$ cat src/rtl/upd_coh_pkg.sv
package upd_coh_pkg;
  typedef enum logic [2:0] {
    ST_INV = 3'd0,
    ST_EXC = 3'd1,
    ST_SHC = 3'd2,
    ST_SHM = 3'd3,
    ST_MOD = 3'd4
  } line_st_e;

  typedef enum logic [1:0] {
    CMD_NONE = 2'd0,
    CMD_READ = 2'd1,
    CMD_UPD  = 2'd2,
    CMD_WB   = 2'd3
  } bus_cmd_e;

  typedef enum logic [1:0] {
    PH_IDLE,
    PH_WB,
    PH_RD,
    PH_UPD
  } phase_e;
endpackage

$ cat src/rtl/upd_line_store.sv
module upd_line_store #(
  parameter int WORD_W = 8,
  parameter int WORDS  = 4,
  parameter int TAG_W  = 4,
  localparam int IDX_W = $clog2(WORDS),
  localparam int BLK_W = WORD_W * WORDS
) (
  input  logic              clk_i,
  input  logic              rst_ni,
  input  logic              fill_en_i,
  input  logic [TAG_W-1:0]  fill_tag_i,
  input  logic [BLK_W-1:0]  fill_blk_i,
  input  logic              wr_en_i,
  input  logic [IDX_W-1:0]  wr_idx_i,
  input  logic [WORD_W-1:0] wr_word_i,
  input  logic              snp_wr_i,
  input  logic [IDX_W-1:0]  snp_idx_i,
  input  logic [WORD_W-1:0] snp_word_i,
  output logic [TAG_W-1:0]  tag_o,
  output logic [BLK_W-1:0]  blk_o
);
  logic [TAG_W-1:0] tag_q;

  always_ff @(posedge clk_i or negedge rst_ni) begin
    if (!rst_ni)        tag_q <= '0;
    else if (fill_en_i) tag_q <= fill_tag_i;
  end
  assign tag_o = tag_q;

  for (genvar g = 0; g < WORDS; g++) begin : g_word
    logic [WORD_W-1:0] w_q;
    logic              sel_wr, sel_snp;
    assign sel_wr  = wr_en_i  && (wr_idx_i  == IDX_W'(g));
    assign sel_snp = snp_wr_i && (snp_idx_i == IDX_W'(g));

    always_ff @(posedge clk_i or negedge rst_ni) begin
      if (!rst_ni)        w_q <= '0;
      else if (fill_en_i) w_q <= sel_wr ? wr_word_i : fill_blk_i[g*WORD_W +: WORD_W];
      else if (sel_wr)    w_q <= wr_word_i;
      else if (sel_snp)   w_q <= snp_word_i;
    end
    assign blk_o[g*WORD_W +: WORD_W] = w_q;
  end

  // own fill and a snooped update belong to different bus cycles
  assert_fill_snoop_excl_R12: assert property (@(posedge clk_i) disable iff (!rst_ni)
    !(fill_en_i && snp_wr_i));
endmodule

$ cat src/rtl/upd_snoop_fn.sv
module upd_snoop_fn
  import upd_coh_pkg::*;
(
  input  line_st_e st_i,
  input  logic     valid_i,
  input  logic     match_i,
  input  bus_cmd_e cmd_i,
  output line_st_e st_o,
  output logic     shared_o,
  output logic     flush_o,
  output logic     upd_o
);
  always_comb begin
    st_o     = st_i;
    flush_o  = 1'b0;
    upd_o    = 1'b0;
    shared_o = valid_i && match_i && (st_i != ST_INV);
    if (shared_o) begin
      case (cmd_i)
        CMD_READ: begin
          case (st_i)
            ST_MOD:  begin st_o = ST_SHM; flush_o = 1'b1; end
            ST_SHM:  flush_o = 1'b1;
            ST_EXC:  st_o = ST_SHC;
            default: ;
          endcase
        end
        CMD_UPD: begin
          case (st_i)
            ST_SHM:  begin st_o = ST_SHC; upd_o = 1'b1; end
            ST_SHC:  upd_o = 1'b1;
            default: ;
          endcase
        end
        default: ;
      endcase
    end
  end
endmodule

$ cat src/rtl/upd_line_ctrl.sv
module upd_line_ctrl
  import upd_coh_pkg::*;
#(
  parameter int WORD_W = 8,
  parameter int WORDS  = 4,
  parameter int TAG_W  = 4,
  localparam int IDX_W = $clog2(WORDS),
  localparam int BLK_W = WORD_W * WORDS
) (
  input  logic              clk_i,
  input  logic              rst_ni,
  input  logic              req_valid_i,
  input  logic              req_write_i,
  input  logic [TAG_W-1:0]  req_tag_i,
  input  logic [IDX_W-1:0]  req_idx_i,
  input  logic [WORD_W-1:0] req_wdata_i,
  output logic              req_done_o,
  output logic [WORD_W-1:0] req_rdata_o,
  output logic              bus_req_o,
  input  logic              bus_gnt_i,
  input  logic              bus_shared_i,
  output logic [1:0]        bus_cmd_o,
  output logic [TAG_W-1:0]  bus_tag_o,
  output logic [IDX_W-1:0]  bus_idx_o,
  output logic [WORD_W-1:0] bus_word_o,
  output logic [BLK_W-1:0]  bus_blk_o,
  input  logic [BLK_W-1:0]  bus_fill_i,
  input  logic              snp_valid_i,
  input  logic [1:0]        snp_cmd_i,
  input  logic [TAG_W-1:0]  snp_tag_i,
  input  logic [IDX_W-1:0]  snp_idx_i,
  input  logic [WORD_W-1:0] snp_word_i,
  output logic              snp_shared_o,
  output logic              snp_flush_o,
  output logic [BLK_W-1:0]  snp_blk_o,
  output logic [2:0]        line_state_o
);
  line_st_e          st_q, st_d, snp_st;
  phase_e            phase_q, phase_d;
  logic              done_q, done_d;
  logic [WORD_W-1:0] rdata_q, rdata_d;
  logic [TAG_W-1:0]  tag_q;
  logic [BLK_W-1:0]  blk;
  logic              fill_en, wr_en, snp_upd, snp_flush, snp_shared;
  logic              hit, accept, dirty;
  bus_cmd_e          cmd;

  upd_line_store #(.WORD_W(WORD_W), .WORDS(WORDS), .TAG_W(TAG_W)) u_store (
    .clk_i, .rst_ni,
    .fill_en_i (fill_en),
    .fill_tag_i(req_tag_i),
    .fill_blk_i(bus_fill_i),
    .wr_en_i   (wr_en),
    .wr_idx_i  (req_idx_i),
    .wr_word_i (req_wdata_i),
    .snp_wr_i  (snp_upd),
    .snp_idx_i (snp_idx_i),
    .snp_word_i(snp_word_i),
    .tag_o     (tag_q),
    .blk_o     (blk)
  );

  upd_snoop_fn u_snoop (
    .st_i    (st_q),
    .valid_i (snp_valid_i),
    .match_i (snp_tag_i == tag_q),
    .cmd_i   (bus_cmd_e'(snp_cmd_i)),
    .st_o    (snp_st),
    .shared_o(snp_shared),
    .flush_o (snp_flush),
    .upd_o   (snp_upd)
  );

  assign hit    = (st_q != ST_INV) && (tag_q == req_tag_i);
  assign dirty  = (st_q == ST_MOD) || (st_q == ST_SHM);
  // a snoop cycle stalls acceptance so the two never race on the state
  assign accept = req_valid_i && !done_q && !snp_valid_i;

  always_comb begin
    st_d    = snp_valid_i ? snp_st : st_q;
    phase_d = phase_q;
    done_d  = 1'b0;
    rdata_d = rdata_q;
    fill_en = 1'b0;
    wr_en   = 1'b0;
    unique case (phase_q)
      PH_IDLE: begin
        if (accept) begin
          if (hit) begin
            if (!req_write_i) begin
              rdata_d = blk[req_idx_i*WORD_W +: WORD_W];
              done_d  = 1'b1;
            end else if (st_q == ST_EXC || st_q == ST_MOD) begin
              wr_en  = 1'b1;
              st_d   = ST_MOD;
              done_d = 1'b1;
            end else begin
              phase_d = PH_UPD;
            end
          end else if (dirty) begin
            phase_d = PH_WB;
          end else begin
            st_d    = ST_INV;
            phase_d = PH_RD;
          end
        end
      end
      PH_WB: begin
        if (bus_gnt_i) begin
          st_d    = ST_INV;
          phase_d = PH_RD;
        end
      end
      PH_RD: begin
        if (bus_gnt_i) begin
          fill_en = 1'b1;
          if (!req_write_i) begin
            st_d    = bus_shared_i ? ST_SHC : ST_EXC;
            rdata_d = bus_fill_i[req_idx_i*WORD_W +: WORD_W];
            done_d  = 1'b1;
            phase_d = PH_IDLE;
          end else if (bus_shared_i) begin
            st_d    = ST_SHC;
            phase_d = PH_UPD;
          end else begin
            wr_en   = 1'b1;
            st_d    = ST_MOD;
            done_d  = 1'b1;
            phase_d = PH_IDLE;
          end
        end
      end
      PH_UPD: begin
        if (bus_gnt_i) begin
          wr_en   = 1'b1;
          st_d    = bus_shared_i ? ST_SHM : ST_MOD;
          done_d  = 1'b1;
          phase_d = PH_IDLE;
        end
      end
      default: phase_d = PH_IDLE;
    endcase
  end

  always_ff @(posedge clk_i or negedge rst_ni) begin
    if (!rst_ni) begin
      st_q    <= ST_INV;
      phase_q <= PH_IDLE;
      done_q  <= 1'b0;
      rdata_q <= '0;
    end else begin
      st_q    <= st_d;
      phase_q <= phase_d;
      done_q  <= done_d;
      rdata_q <= rdata_d;
    end
  end

  always_comb begin
    cmd = CMD_NONE;
    if (bus_gnt_i) begin
      case (phase_q)
        PH_WB:   cmd = CMD_WB;
        PH_RD:   cmd = CMD_READ;
        PH_UPD:  cmd = CMD_UPD;
        default: cmd = CMD_NONE;
      endcase
    end
  end

  assign bus_req_o    = (phase_q != PH_IDLE);
  assign bus_cmd_o    = cmd;
  assign bus_tag_o    = (phase_q == PH_WB) ? tag_q : req_tag_i;
  assign bus_idx_o    = req_idx_i;
  assign bus_word_o   = req_wdata_i;
  assign bus_blk_o    = (cmd == CMD_WB) ? blk : '0;
  assign snp_shared_o = snp_shared;
  assign snp_flush_o  = snp_flush;
  assign snp_blk_o    = snp_flush ? blk : '0;
  assign req_done_o   = done_q;
  assign req_rdata_o  = rdata_q;
  assign line_state_o = st_q;

  assert_update_gated_R8: assert property (@(posedge clk_i) disable iff (!rst_ni)
    (phase_q == PH_UPD && !bus_gnt_i && !snp_upd) |=> $stable(blk));

  assert_update_result_R6: assert property (@(posedge clk_i) disable iff (!rst_ni)
    (phase_q == PH_UPD && bus_gnt_i) |=> (st_q == ($past(bus_shared_i) ? ST_SHM : ST_MOD)));

  assert_flush_owner_R7: assert property (@(posedge clk_i) disable iff (!rst_ni)
    snp_flush_o |=> (st_q == ST_SHM));

  assert_wb_dirty_only_R10: assert property (@(posedge clk_i) disable iff (!rst_ni)
    (bus_cmd_o == CMD_WB) |-> dirty);

  assert_done_pulse_R12: assert property (@(posedge clk_i) disable iff (!rst_ni)
    req_done_o |=> !req_done_o);

  assert_cmd_in_grant_R12: assert property (@(posedge clk_i) disable iff (!rst_ni)
    (bus_cmd_o != CMD_NONE) |-> (bus_gnt_i && bus_req_o));
endmodule

$ cat config.mk
export PLATFORM = sky130hd
export DESIGN_NAME = upd_line_ctrl
export DESIGN_NICKNAME = d
export VERILOG_FILES = /design/src/rtl/upd_coh_pkg.sv /design/src/rtl/upd_line_store.sv /design/src/rtl/upd_snoop_fn.sv /design/src/rtl/upd_line_ctrl.sv
export SDC_FILE = /design/constraint.sdc
export NUM_CORES = 1
export LEC_CHECK = 0
export BUFFER_PORTS_ARGS = -buffer_cell sky130_fd_sc_hd__buf_2
export CORE_MARGIN = 2
export CORE_UTILIZATION = 47
export CTS_BUF_LIST = sky130_fd_sc_hd__clkbuf_2 sky130_fd_sc_hd__clkbuf_4 sky130_fd_sc_hd__clkbuf_8
export DETAILED_ROUTE_END_ITERATION = 7
export HOLD_SLACK_MARGIN = 0.03
export PLACE_DENSITY = 0.8
export SLEW_MARGIN = 20
export SYNTH_ARGS = -nofsm -noshare
export SYNTH_HDL_FRONTEND = slang
export SYNTH_HIERARCHICAL = 1
export SYNTH_SLANG_ARGS = --single-unit
$ cat constraint.sdc
create_clock -name clk_i -period 2.58 [get_ports clk_i]
set_input_delay 0.258 -clock clk_i [delete_from_list [all_inputs] [get_ports clk_i]]
set_output_delay 0.258 -clock clk_i [all_outputs]
set_load 0.02 [all_outputs]
Yosys cells after proc, flatten, opt, wreduce, memory -nomap -nowiden:

Cells that the tools add are included.

* register bits: 50
* bits of input ports: 69
* output and inout bits: 95
* word-level logic and storage cells: 147

* equality and inequality tests: 27
* shifts and indexed selects: 2
* mux-type cells: 78
* reduce and logical (&&, ||, !) cells: 31

Operators by type and width (count)
* 8-bit 2-to-1 mux: 21
* 32-bit 2-to-1 mux: 2
* 32-bit by 6-bit variable part select with 8-bit output: 2
* 3-bit 2-to-1 mux: 14
* 2-bit 2-to-1 mux: 12
* 1-bit 2-to-1 mux: 20
* 2-bit equality test (second input constant): 8
* 8-bit one-hot mux with 2 select lines: 1
* 3-bit nonzero test: 5
* 2-bit inequality test (second input constant): 7
* 1-bit logical AND: 13
* 3-bit one-hot mux with 2 select lines: 2
* 3-bit one-hot mux with 4 select lines: 1
* 6-bit AND reduction: 2
* 2-bit by 1-bit equality test with 1-bit output (second input constant): 4
* 4-bit equality test: 2
* 2-bit one-hot mux with 4 select lines: 1
* 3-bit by 2-bit equality test with 1-bit output (second input constant): 2
* 2-bit logical NOT: 3
* 3-bit inequality test (second input constant): 2
* 1-bit one-hot mux with 3 select lines: 2
* 2-bit one-hot mux with 3 select lines: 1
* 4-bit 2-to-1 mux: 1
* 2-bit nonzero test: 2
* 5 further kinds: 8

Longest topological paths before layout:

Gate-level depths: netlist (run 1).

* depth after elaboration: 10
* gate-level depth with buffers: 13

By module:

The synthesis (run 1) kept the hierarchy.

Modules (own cells, without submodules)
* upd_line_store: instances 1, cells an instance 225, area each 2185.8 sq um
* upd_line_ctrl: instances 1, cells an instance 219, area each 2094.5 sq um
* upd_snoop_fn: instances 1, cells an instance 27, area each 181.4 sq um

Worst setup path after synthesis (run 1):

OpenSTA, ideal clock, no wires.

* kind: reg-to-output
* start point: register u_store.tag_q[1], in the netlist u_store/tag_o[1]
* end point: output snp_blk_o[0]
* data arrival time: 2461 ps
* data required time: 2322 ps
* setup slack: -139 ps
* cell stages (with the launch flop): 7
* buffers on the path: 1
* cell sequence: dfrtp_1 xor2_1 nor4_1 nand2_1 nor3_1 clkbuf_1 and2_1

* word-level cells in the longest chain between the ends: 5

RTL lines
* start: declaration: RTL line upd_line_store.sv:22 `logic [TAG_W-1:0] tag_q;`
* start signal: assignment: RTL line upd_line_store.sv:26 `else if (fill_en_i) tag_q <= fill_tag_i;`
* 4-bit equality test: RTL line upd_line_ctrl.sv:66 `.match_i (snp_tag_i == tag_q),`
* 1-bit logical AND (2 in a row): RTL line upd_snoop_fn.sv:17 `shared_o = valid_i && match_i && (st_i != ST_INV);`
* 1-bit 2-to-1 mux: RTL line upd_snoop_fn.sv:18 `if (shared_o) begin`
* named net snp_flush_o: RTL line upd_line_ctrl.sv:34 `output logic snp_flush_o,`
* 32-bit 2-to-1 mux: RTL line upd_line_ctrl.sv:179 `assign snp_blk_o = snp_flush ? blk : '0;`
* end: declaration: RTL line upd_line_ctrl.sv:35 `output logic [BLK_W-1:0] snp_blk_o,`

The timed path passes the listed nets, and every way through them passes these cells.

Worst setup path after layout (run 1):

* start point: register u_store.tag_q[2], in the netlist u_store/tag_o[2]
* end point: output snp_blk_o[7]

* word-level cells in the longest chain between the ends: 5

RTL lines (RTL line)
* 4-bit equality test: upd_line_ctrl.sv:66
* 1-bit logical AND (2 in a row): upd_snoop_fn.sv:17
* 1-bit 2-to-1 mux: upd_snoop_fn.sv:18
* 32-bit 2-to-1 mux: upd_line_ctrl.sv:179

Every way passes these cells.

==> results by stage, run 1 <==
Status:
- The flow ran to the end, and the final reports show no timing, DRC or antenna violations.

Floorplanning:
- For this configuration, the core starts out at a cell density of 0.483.
- The floorplan step set the die width to 101 µm.
- The die covers 10,300 µm².
- 164 I/O pins were placed.
- The floorplan row count is 35.
- The chip height is 101 µm.
- The area inside the core boundary is 9240 µm².

Power and ir drop:
- The power density over the cells is 940 nW/µm².
- Overall power consumption after layout is estimated at 5.45 mW.
- The leakage dissipation is 2.79 nW.
- The maximum vdd drop is 0.000428 V.

Synth:
- In this run, synthesis produced a sequential element count of 50.
- Of the post-synthesis cell area, the dominant cell type holds 0.280.
- Sorting the synthesized cells by how often they occur yields 66 x and2_1, 50 x dfrtp_1, 38 x o21ai_1, 25 x a22o_1, 25 x mux2i_1.
- The library cell with the highest instance count after synthesis is and2_1.
- The mean post-synth cell area is 9.47 µm².
- In this run, synthesis inferred 0 flip-flops with an integrated enable.
- The share of the Yosys chip area taken by registers is 0.280.
- The synthesized netlist occupies a cell area of 4460 µm².
- The post-synthesis net count is 547.
- For this run, the leading register cell type out of synthesis is dfrtp_1.
- The most area-hungry cell type in the Yosys netlist is dfrtp_1.
- The share of flip-flops with an asynchronous set or reset after synthesis is 1.00.
- Synthesis produced 471 cells.
- In the post-synthesis netlist, the biggest area contributors are dfrtp_1 28%, and2_1 9.3%, mux4_1 8.8%.
- The total of warnings raised by yosys is 6.
- The number of different library cells used by synthesis comes to 52.

Run:
- Max-cap violations in this run came to 0.

Setup path:
- The worst setup path is of the flip-flop to primary output kind.
- The kind of capture point of the worst setup path is a primary output.
- Data on the critical path is required at its endpoint by 2.32 ns.
- The maximum fanout along the worst path is 6.
- Counting stages on the worst path, the most repeated cell is buf_4.
- The worst reg-to-reg path cell count is 6.
- Walking the worst path, the cells encountered are xor2_1, nor4_2, buf_4, nand2_4, nor3_4, buf_6, clkbuf_16, and2_1, buf_4.
- Among all stages on the critical path, the largest delay is contributed by dfrtp_1.
- STA classifies the critical path startpoint as a flip-flop.
- STA puts the critical path data arrival time at 2.24 ns.
- The largest single stage delay on the critical path is 0.44 ns.

CTS:
- The clock passes through at most 2 buffers.
- The H-tree was split into 2 levels.
- At the later pin of the worst-skew pair, clock insertion delay measures 0.32 ns.
- The clock input transition at the sequential cells of the worst setup and hold paths is 0.09 ns.
- For this design, the sink count on the clock tree is 50.
- TritonCTS built the clock tree.
- The number of clock buffers inserted by TritonCTS is 5.
- The clock tree root driver cell is clkbuf_8.

STA:
- The tightest slew margin relative to the limit is 0.497.
- The count of final max-slew check failures is 0.
- Setup violations remaining at the end of the flow were counted as 0.
- Of the available clock period, the critical path in the final layout requires 0.969.
- Derived from the worst setup path, the maximum achievable clock frequency is 400 MHz.
- For the pin with the worst max-slew slack, the measured transition is 0.755 ns.
- The post-route setup TNS is 0 ns.
- The setup clock skew after layout is 0.0111 ns.
- The minimum clock period is 2.50 ns.
- The number of failing hold endpoints at the final stage is 0.

Route:
- The first detailed-routing pass ran for 5 iterations.
- The total detailed-routing wirelength is 14,900 µm.
- The via-per-instance ratio is 5.85.
- The count of nets left with antenna violations once routing finished came out at 0.
- The detailed router put a total of 6150 µm of wire on met1.
- The DRC violation count after routing is 0.
- The initial detailed-routing violation count is 317.
- In the detailed route, the total length drawn on met2 is 7240 µm.
- The amount of wire on met3 after detailed routing is 1250 µm.
- The highest signal layer in the routed design is met4.
- The detailed router placed 4,414 vias in this run.
- Dividing the detail-routed wire length by the instance count gives 19.8 µm.

Layout:
- The multi-input logic area is 2950 µm².
- From synthesis to final layout, the design area changed by 30.0%.
- 0 antenna diodes ended up in the layout.
- The share of cells above drive strength 1 is 0.402.
- The filler cells instantiated in the layout total 814.
- The final standard cell count with taps included and fillers excluded is 754.
- The final net count is 701.
- The core occupancy in the finished layout is 0.628.
- The total area of sequential cells is 1250 µm².

Global routing:
- The global-route wire length before repair is 21,600 µm.
- The initial antenna violation count is 0.
- Across every metal layer, demand over resource in global routing totals 0.272.
- The maximum number of pins on one net before global-route repair is 43.
- The aggregate global routing overflow is 0.
- The via count of the first global-routing pass was 4,106.

Placement:
- Detailed placement finished with a half-perimeter wire length of 10,700 µm.
- In this run, placement finished with an instance count of 740.
- During placement, the flow inserted port buffers numbering 163.
- The global placement routability congestion is 0.837.

Hold path:
- The worst hold path stage count is 2.
- In this run the worst hold path is classified as input port to flip-flop.
==> timing repair <==
| item | 4_1_cts | 5_1_grt |
|---|---|---|
| hold endpoints to repair | 28 | 0 |
| pin swaps | 0 | 4 |
| cloned | 0 | 3 |
| buffers inserted | 0 | 4 |
| setup endpoints to repair | 25 | 57 |
| hold buffers | 1 | 0 |
| gates resized for setup | 4 | 63 |
==> layout make-up <==
| type | count | area share |
|---|---|---|
| Clock buffer | 5 | 0.0119 |
| Clock inverter | 2 | 0.00669 |
| Inverter | 8 | 0.00518 |
| Multi-Input combinational cell | 365 | 0.508 |
| Sequential cell | 50 | 0.216 |
| Tap cell | 129 | 0.0278 |
| Timing Repair Buffer | 195 | 0.224 |
==> where the power goes <==
group          leakage (nW)  internal (mW)  switching, mW  total (mW)
logic                  2.16           1.61           1.69        3.30
clock network        0.0542          0.286          0.287       0.573
registers             0.577           1.18          0.403        1.58
total                  2.79           3.07           2.38        5.45
==> layout by cell type (no fill, tap or decap), drive strengths merged, types with 2 or more instances in the layout <==
master / n
a211oi: 8
a21oi: 24
a22o: 25
a31oi: 4
and2: 66
and3b: 6
buf: 192
clkbuf: 7
dfrtp: 50
ha: 7
inv: 8
mux2: 28
mux2i: 25
mux4: 16
nand2: 18
nand2b: 3
nand3: 2
nand3b: 4
nand4: 2
nor2: 23
nor2b: 9
nor3: 5
nor3b: 3
nor4: 2
o211ai: 3
o21a: 2
o21ai: 50
o31a: 8
o31ai: 2
xnor2: 5
xor2: 5
==> final timing paths <==
| path | endpoint | slack [ns] | from |
|---|---|---|---|
| worst max-delay path | snp_blk_o[7] | 0.08 | u_store/tag_o[2]$_DFFE_PN0P_ |
| worst min register to register | req_rdata_o[3]$_DFFE_PN0P_ | 0.51 | req_rdata_o[3]$_DFFE_PN0P_ |
| min in group asynchronous | u_store/tag_o[3]$_DFFE_PN0P_ | 0.53 | rst_ni |
| worst max register to register | req_rdata_o[0]$_DFFE_PN0P_ | 0.17 | phase_q[0]$_DFFE_PN0P_ |
| max in group asynchronous | u_store/g_word[0].w_q[2]$_DFFE_PN0P_ | 1.38 | rst_ni |
| worst min-delay path | u_store/tag_o[0]$_DFFE_PN0P_ | 0.21 | req_tag_i[0] |
==> worst max-delay path, delay by kind of cell (launching register included) <==
kind / cells / cell delay (ns)
AND/OR/NAND/NOR: 4 / 0.70
buffers and inverters: 4 / 0.61
flip-flops: 1 / 0.44
XOR/XNOR: 1 / 0.17
==> per-layer routing <==
metal | vias up | global-route usage
li1 | 2017 | -
met1 | 2120 | 0.396
met2 | 251 | 0.422
met3 | 26 | 0.0442
met4 | 0 | 0.0728
met5 | - | 0
==> state kept, by name, summed over array words and instances (netlist names) <==
name and flops:
req_done_o 1, u_store/tag_o 4, req_rdata_o 8, phase_q 2, line_state_o 3, u_store/g_word.w_q 32
==> kinds of logic (layout without fill, tap and decap cells) <==
group / after synthesis / in the layout / share of synthesized area
multiplexers: 69 / 69 / 0.220
AO/OA/AOI/OAI: 133 / 133 / 0.194
buffers and inverters: 56 / 210 / 0.0743
flip-flops: 50 / 50 / 0.280
adder cells (fa/ha/maj): 7 / 7 / 0.0196
XOR/XNOR: 10 / 10 / 0.0196
AND/OR/NAND/NOR: 146 / 146 / 0.192
==> metrics by stage <==
stage	worst slack, ns	hold slack [ns]	area [µm²]
floorplan	0.103	-0.0376	4470
global placement	0.181	0.349	5390
detailed placement	0.134	0.360	5390
CTS	0.00353	0.214	5520
global route	-0.0326	0.212	5800
finish	0.0801	0.206	5800
Power figures use the tool's default switching activity.
==> run 2, diff against run 1 <==
- CORE_UTILIZATION: 47 -> 45
- PLACE_DENSITY: 0.8 -> 0.77
==> run 2 against run 1 <==
Effect of this change:
- clock skew grew 0.0015 ns
- global-route usage shrank 1.9 points
- fmax grew 1.2%
- routed wire length shrank 5.9%
- combinational power shrank 3%
- largest power group unchanged
- first-iteration DRC count grew 15%
- die area grew 4.3%
- register-to-register slack lost 0.04 ns
- largest cell class unchanged
==> results by stage, run 2 (synthesis results as in run 1) <==
Status:
- The run finished with clean final reports.

Hold path:
- The class of the worst hold path is input port to flip-flop.
- In this run the most critical hold path is launched from req_tag_i[3].

Route:
- The count of antenna-violating nets left after detailed routing was 0 (unchanged).
- The total detailed-routing wirelength was 14,000 µm (-5.9%).
- The average wire length per cell after detail routing came to 18.8 µm (-5.1%).
- The initial detailed-routing violation count was 363 (+15%).
- The via total after detailed routing is 4,263 (-3.4%).
- The via-per-instance ratio is 5.71 (-2.5%).
- The first-pass detailed-route iteration total is 5 (unchanged).
- The DRC violation count after routing was 0 (unchanged).

Setup path:
- Among all stages on the critical path, the largest delay is contributed by dfrtp_1.
- The startpoint identified for the worst register-to-register timing path is phase_q[0]$_DFFE_PN0P_.
- The kind of capture point of the worst setup path is a primary output.
- The launching instance or port of the critical path is u_store/tag_o[1]$_DFFE_PN0P_.
- Traced cell by cell, the critical path runs through xor2_1, nor4_2, nand2_2, nor3_4, buf_6, and2_1, buf_2.
- The worst endpoint data arrival time was 2.21 ns (-0.03 ns).
- STA classifies the critical path startpoint as a flip-flop.
- The critical path in this run is classified as flip-flop to primary output.
- The longest individual stage delay on the worst path came to 0.44 ns (about the same).
- The worst endpoint required time is 2.32 ns (about the same).
- The maximum fanout along the worst path is 25 (+19).

CTS:
- The H-tree level count is 2 (unchanged).
- The clock latency reported for the late side of the worst-skew pair was 0.31 ns (about the same).
- The number of clock buffers inserted by TritonCTS came to 5 (unchanged).
- The clock tree from TritonCTS is done.
- In this run the clock root is driven by a clkbuf_8.
- The clock input transition at the sequential cells of the worst setup and hold paths is 0.10 ns (about the same).
- The number of buffers on the longest clock path was 2 (unchanged).
- The number of clock sinks is 50 (unchanged).

Power and ir drop:
- The clock network fraction of design power is 0.097 (-0.008).
- The net switching component of the power is 2.33 mW (-2.1%).
- The leakage dissipation is 2.68 nW (-3.9%).
- The power density over the cells is 962 nW/µm² (+2.4%).
- The share of total power in combinational logic is 0.605 (about the same).
- The maximum vdd drop is 0.000511 V (+19%).
- The switching share of power was 0.442 (+0.00522).
- The total internal power was 2.94 mW (-4.2%).
- The sequential group share of total power is 0.298 (+0.008).
- The post-route total power came to 5.27 mW (-3.3%).

Floorplanning:
- The floorplan row count was 36 (+2.9%).
- The die width came to 104 µm (+2.1%).
- The overall die area came to 10,700 µm² (+4.3%).
- The chip height is 104 µm (+2.1%).
- The number of placed I/O pins came to 164 (unchanged).
- The effective utilization at floorplan is 0.461 (-0.0221).
- The area inside the core boundary is 9680 µm² (+4.8%).

STA:
- The slew of the pin with the lowest slew margin is 0.671 ns (-0.0840 ns).
- The number of failing hold endpoints at the final stage came to 0 (unchanged).
- The setup clock skew after layout is 0.0126 ns (+0.00146 ns).
- The number of endpoints failing setup at the final stage came to 0 (unchanged).
- The achievable frequency is 405 MHz (+1.2%).
- The count of final max-slew check failures was 0 (unchanged).
- The minimum clock period came to 2.47 ns (-0.0289 ns).
- The tightest slew margin relative to the limit was 0.549 (+0.0525).
- The share of the cycle needed by the critical path after routing was 0.958 (-0.0112).
- Setup repair after global routing left no endpoint under its margin.
- The final hold slack is 0.208 ns (+0.00234 ns).
- The post-route worst setup slack came to 0.109 ns (+0.0289 ns).

Placement:
- The instance area at placement is 5340 µm² (-0.98%).
- The global placement routability congestion is 0.961 (+15%).
- The placed wire-length estimate came to 10,200 µm (-4.2%).
- The count of buffers from port buffering is 163 (unchanged).
- The number of instances in the placed design was 738 (-0.27%).
- The worst slack at placement is -0.0904 ns (-0.225 ns).

Run:
- The number of maximum-capacitance constraint violations is 0 (unchanged).

Layout:
- The number of flip-flops in the largest register is 32 (unchanged).
- The share of cells above drive strength 1 is 0.373 (-0.0286).
- The final net count is 689 (-1.7%).
- In the layout the commonest cells are 163 x buf_2, 65 x and2_1, 50 x dfrtp_1.
- The antenna diode count came to 0 (unchanged).
- Ranked by flip-flop count, first place goes to u_store/g_word.w_q.
- The final standard cell count with taps included and fillers excluded is 747 (-0.93%).
- The number of fill cells in the layout came to 878 (+7.9%).
- The multi-input logic area came to 2920 µm² (-0.81%).
- The total area of sequential cells is 1250 µm² (unchanged).
- The synthesis-to-finish area growth is 22.8%.
- The cell area after layout came to 5480 µm² (-5.5%).
- The commonest non-fill, non-tap cell in the layout is buf_2.

Global routing:
- The via count of the first global-routing pass is 4,030 (-1.9%).
- The maximum number of pins on one net before global-route repair is 95 (+120%).
- The global-route usage over all layers is 0.253 (-0.0190).
- The aggregate global routing overflow is 0 (unchanged).
- The initial antenna violation count came to 1 (+1).
- The global-route wire length before repair is 21,800 µm (+0.92%).
run 2: cell types whose count changed in the layout (fill, tap and decap cells not counted), moves of 11 or more:
cell | previous run | this run
buf_2 | 135 | 163
and2_4 | 12 | 1
buf_6 | 20 | 1
buf_4 | 32 | 15
and2_1 | 54 | 65
run 2: final timing paths:
kind	end	slack (ns)	cells after the start
min in group asynchronous	req_rdata_o[7]$_DFFE_PN0P_	0.47	2
worst max-delay path	snp_blk_o[9]	0.11	7
max in group asynchronous	u_store/g_word[2].w_q[2]$_DFFE_PN0P_	1.32	3
worst min register to register	req_rdata_o[6]$_DFFE_PN0P_	0.51	1
worst max register to register	req_rdata_o[3]$_DFFE_PN0P_	0.13	6
worst min-delay path	u_store/tag_o[3]$_DFFE_PN0P_	0.21	2
run 2: stage by stage:
stage                      util  TNS (ns)
after floorplan               -         0
after global placement    0.551         0
after detailed placement  0.551    -0.629
after CTS                 0.565         0
after global routing      0.566         0
final                     0.566         0
run 2: power by group through the flow:
stage               Combinational, mW  Clock [mW]  Sequential [mW]
CTS                              3.16       0.519             1.56
floorplan                        2.28           0             1.55
global placement                 3.05           0             1.55
global route                     3.43       0.548             1.63
finish                           3.19       0.513             1.57
detailed placement               3.12           0             1.58
run 2: cell type report:
type / count / share of cell area
Tap cell: 133 / 0.0304
Clock inverter: 2 / 0.00297
Timing Repair Buffer: 183 / 0.184
Clock buffer: 6 / 0.0151
Multi-Input combinational cell: 365 / 0.534
Inverter: 8 / 0.00548
Sequential cell: 50 / 0.228
run 2: critical path, delay by kind of cell (launching register included):
family	cells	cell delay [ns]
XOR/XNOR	1	0.19
buffers and inverters	2	0.39
AND/OR/NAND/NOR	4	0.87
flip-flops	1	0.44
run 2: what timing repair did:
action,4_1_cts,5_1_grt
pin swaps,0,1
endpoints found under the setup margin,32,24
cloned,0,0
endpoints found under the hold margin,23,0
resized for setup,4,3
buffers inserted,0,0
hold buffers,1,0
run 2: per-layer routing:
layer  routed length (µm)  up-vias  share of wire  global-route usage
met1                 6240     2023           0.45               0.367
met5                    0        -              0                   0
met2                 6440      221           0.46               0.398
li1                     -     2002              -                   -
met4                  247        0          0.018              0.0608
met3                 1090       17          0.078              0.0390
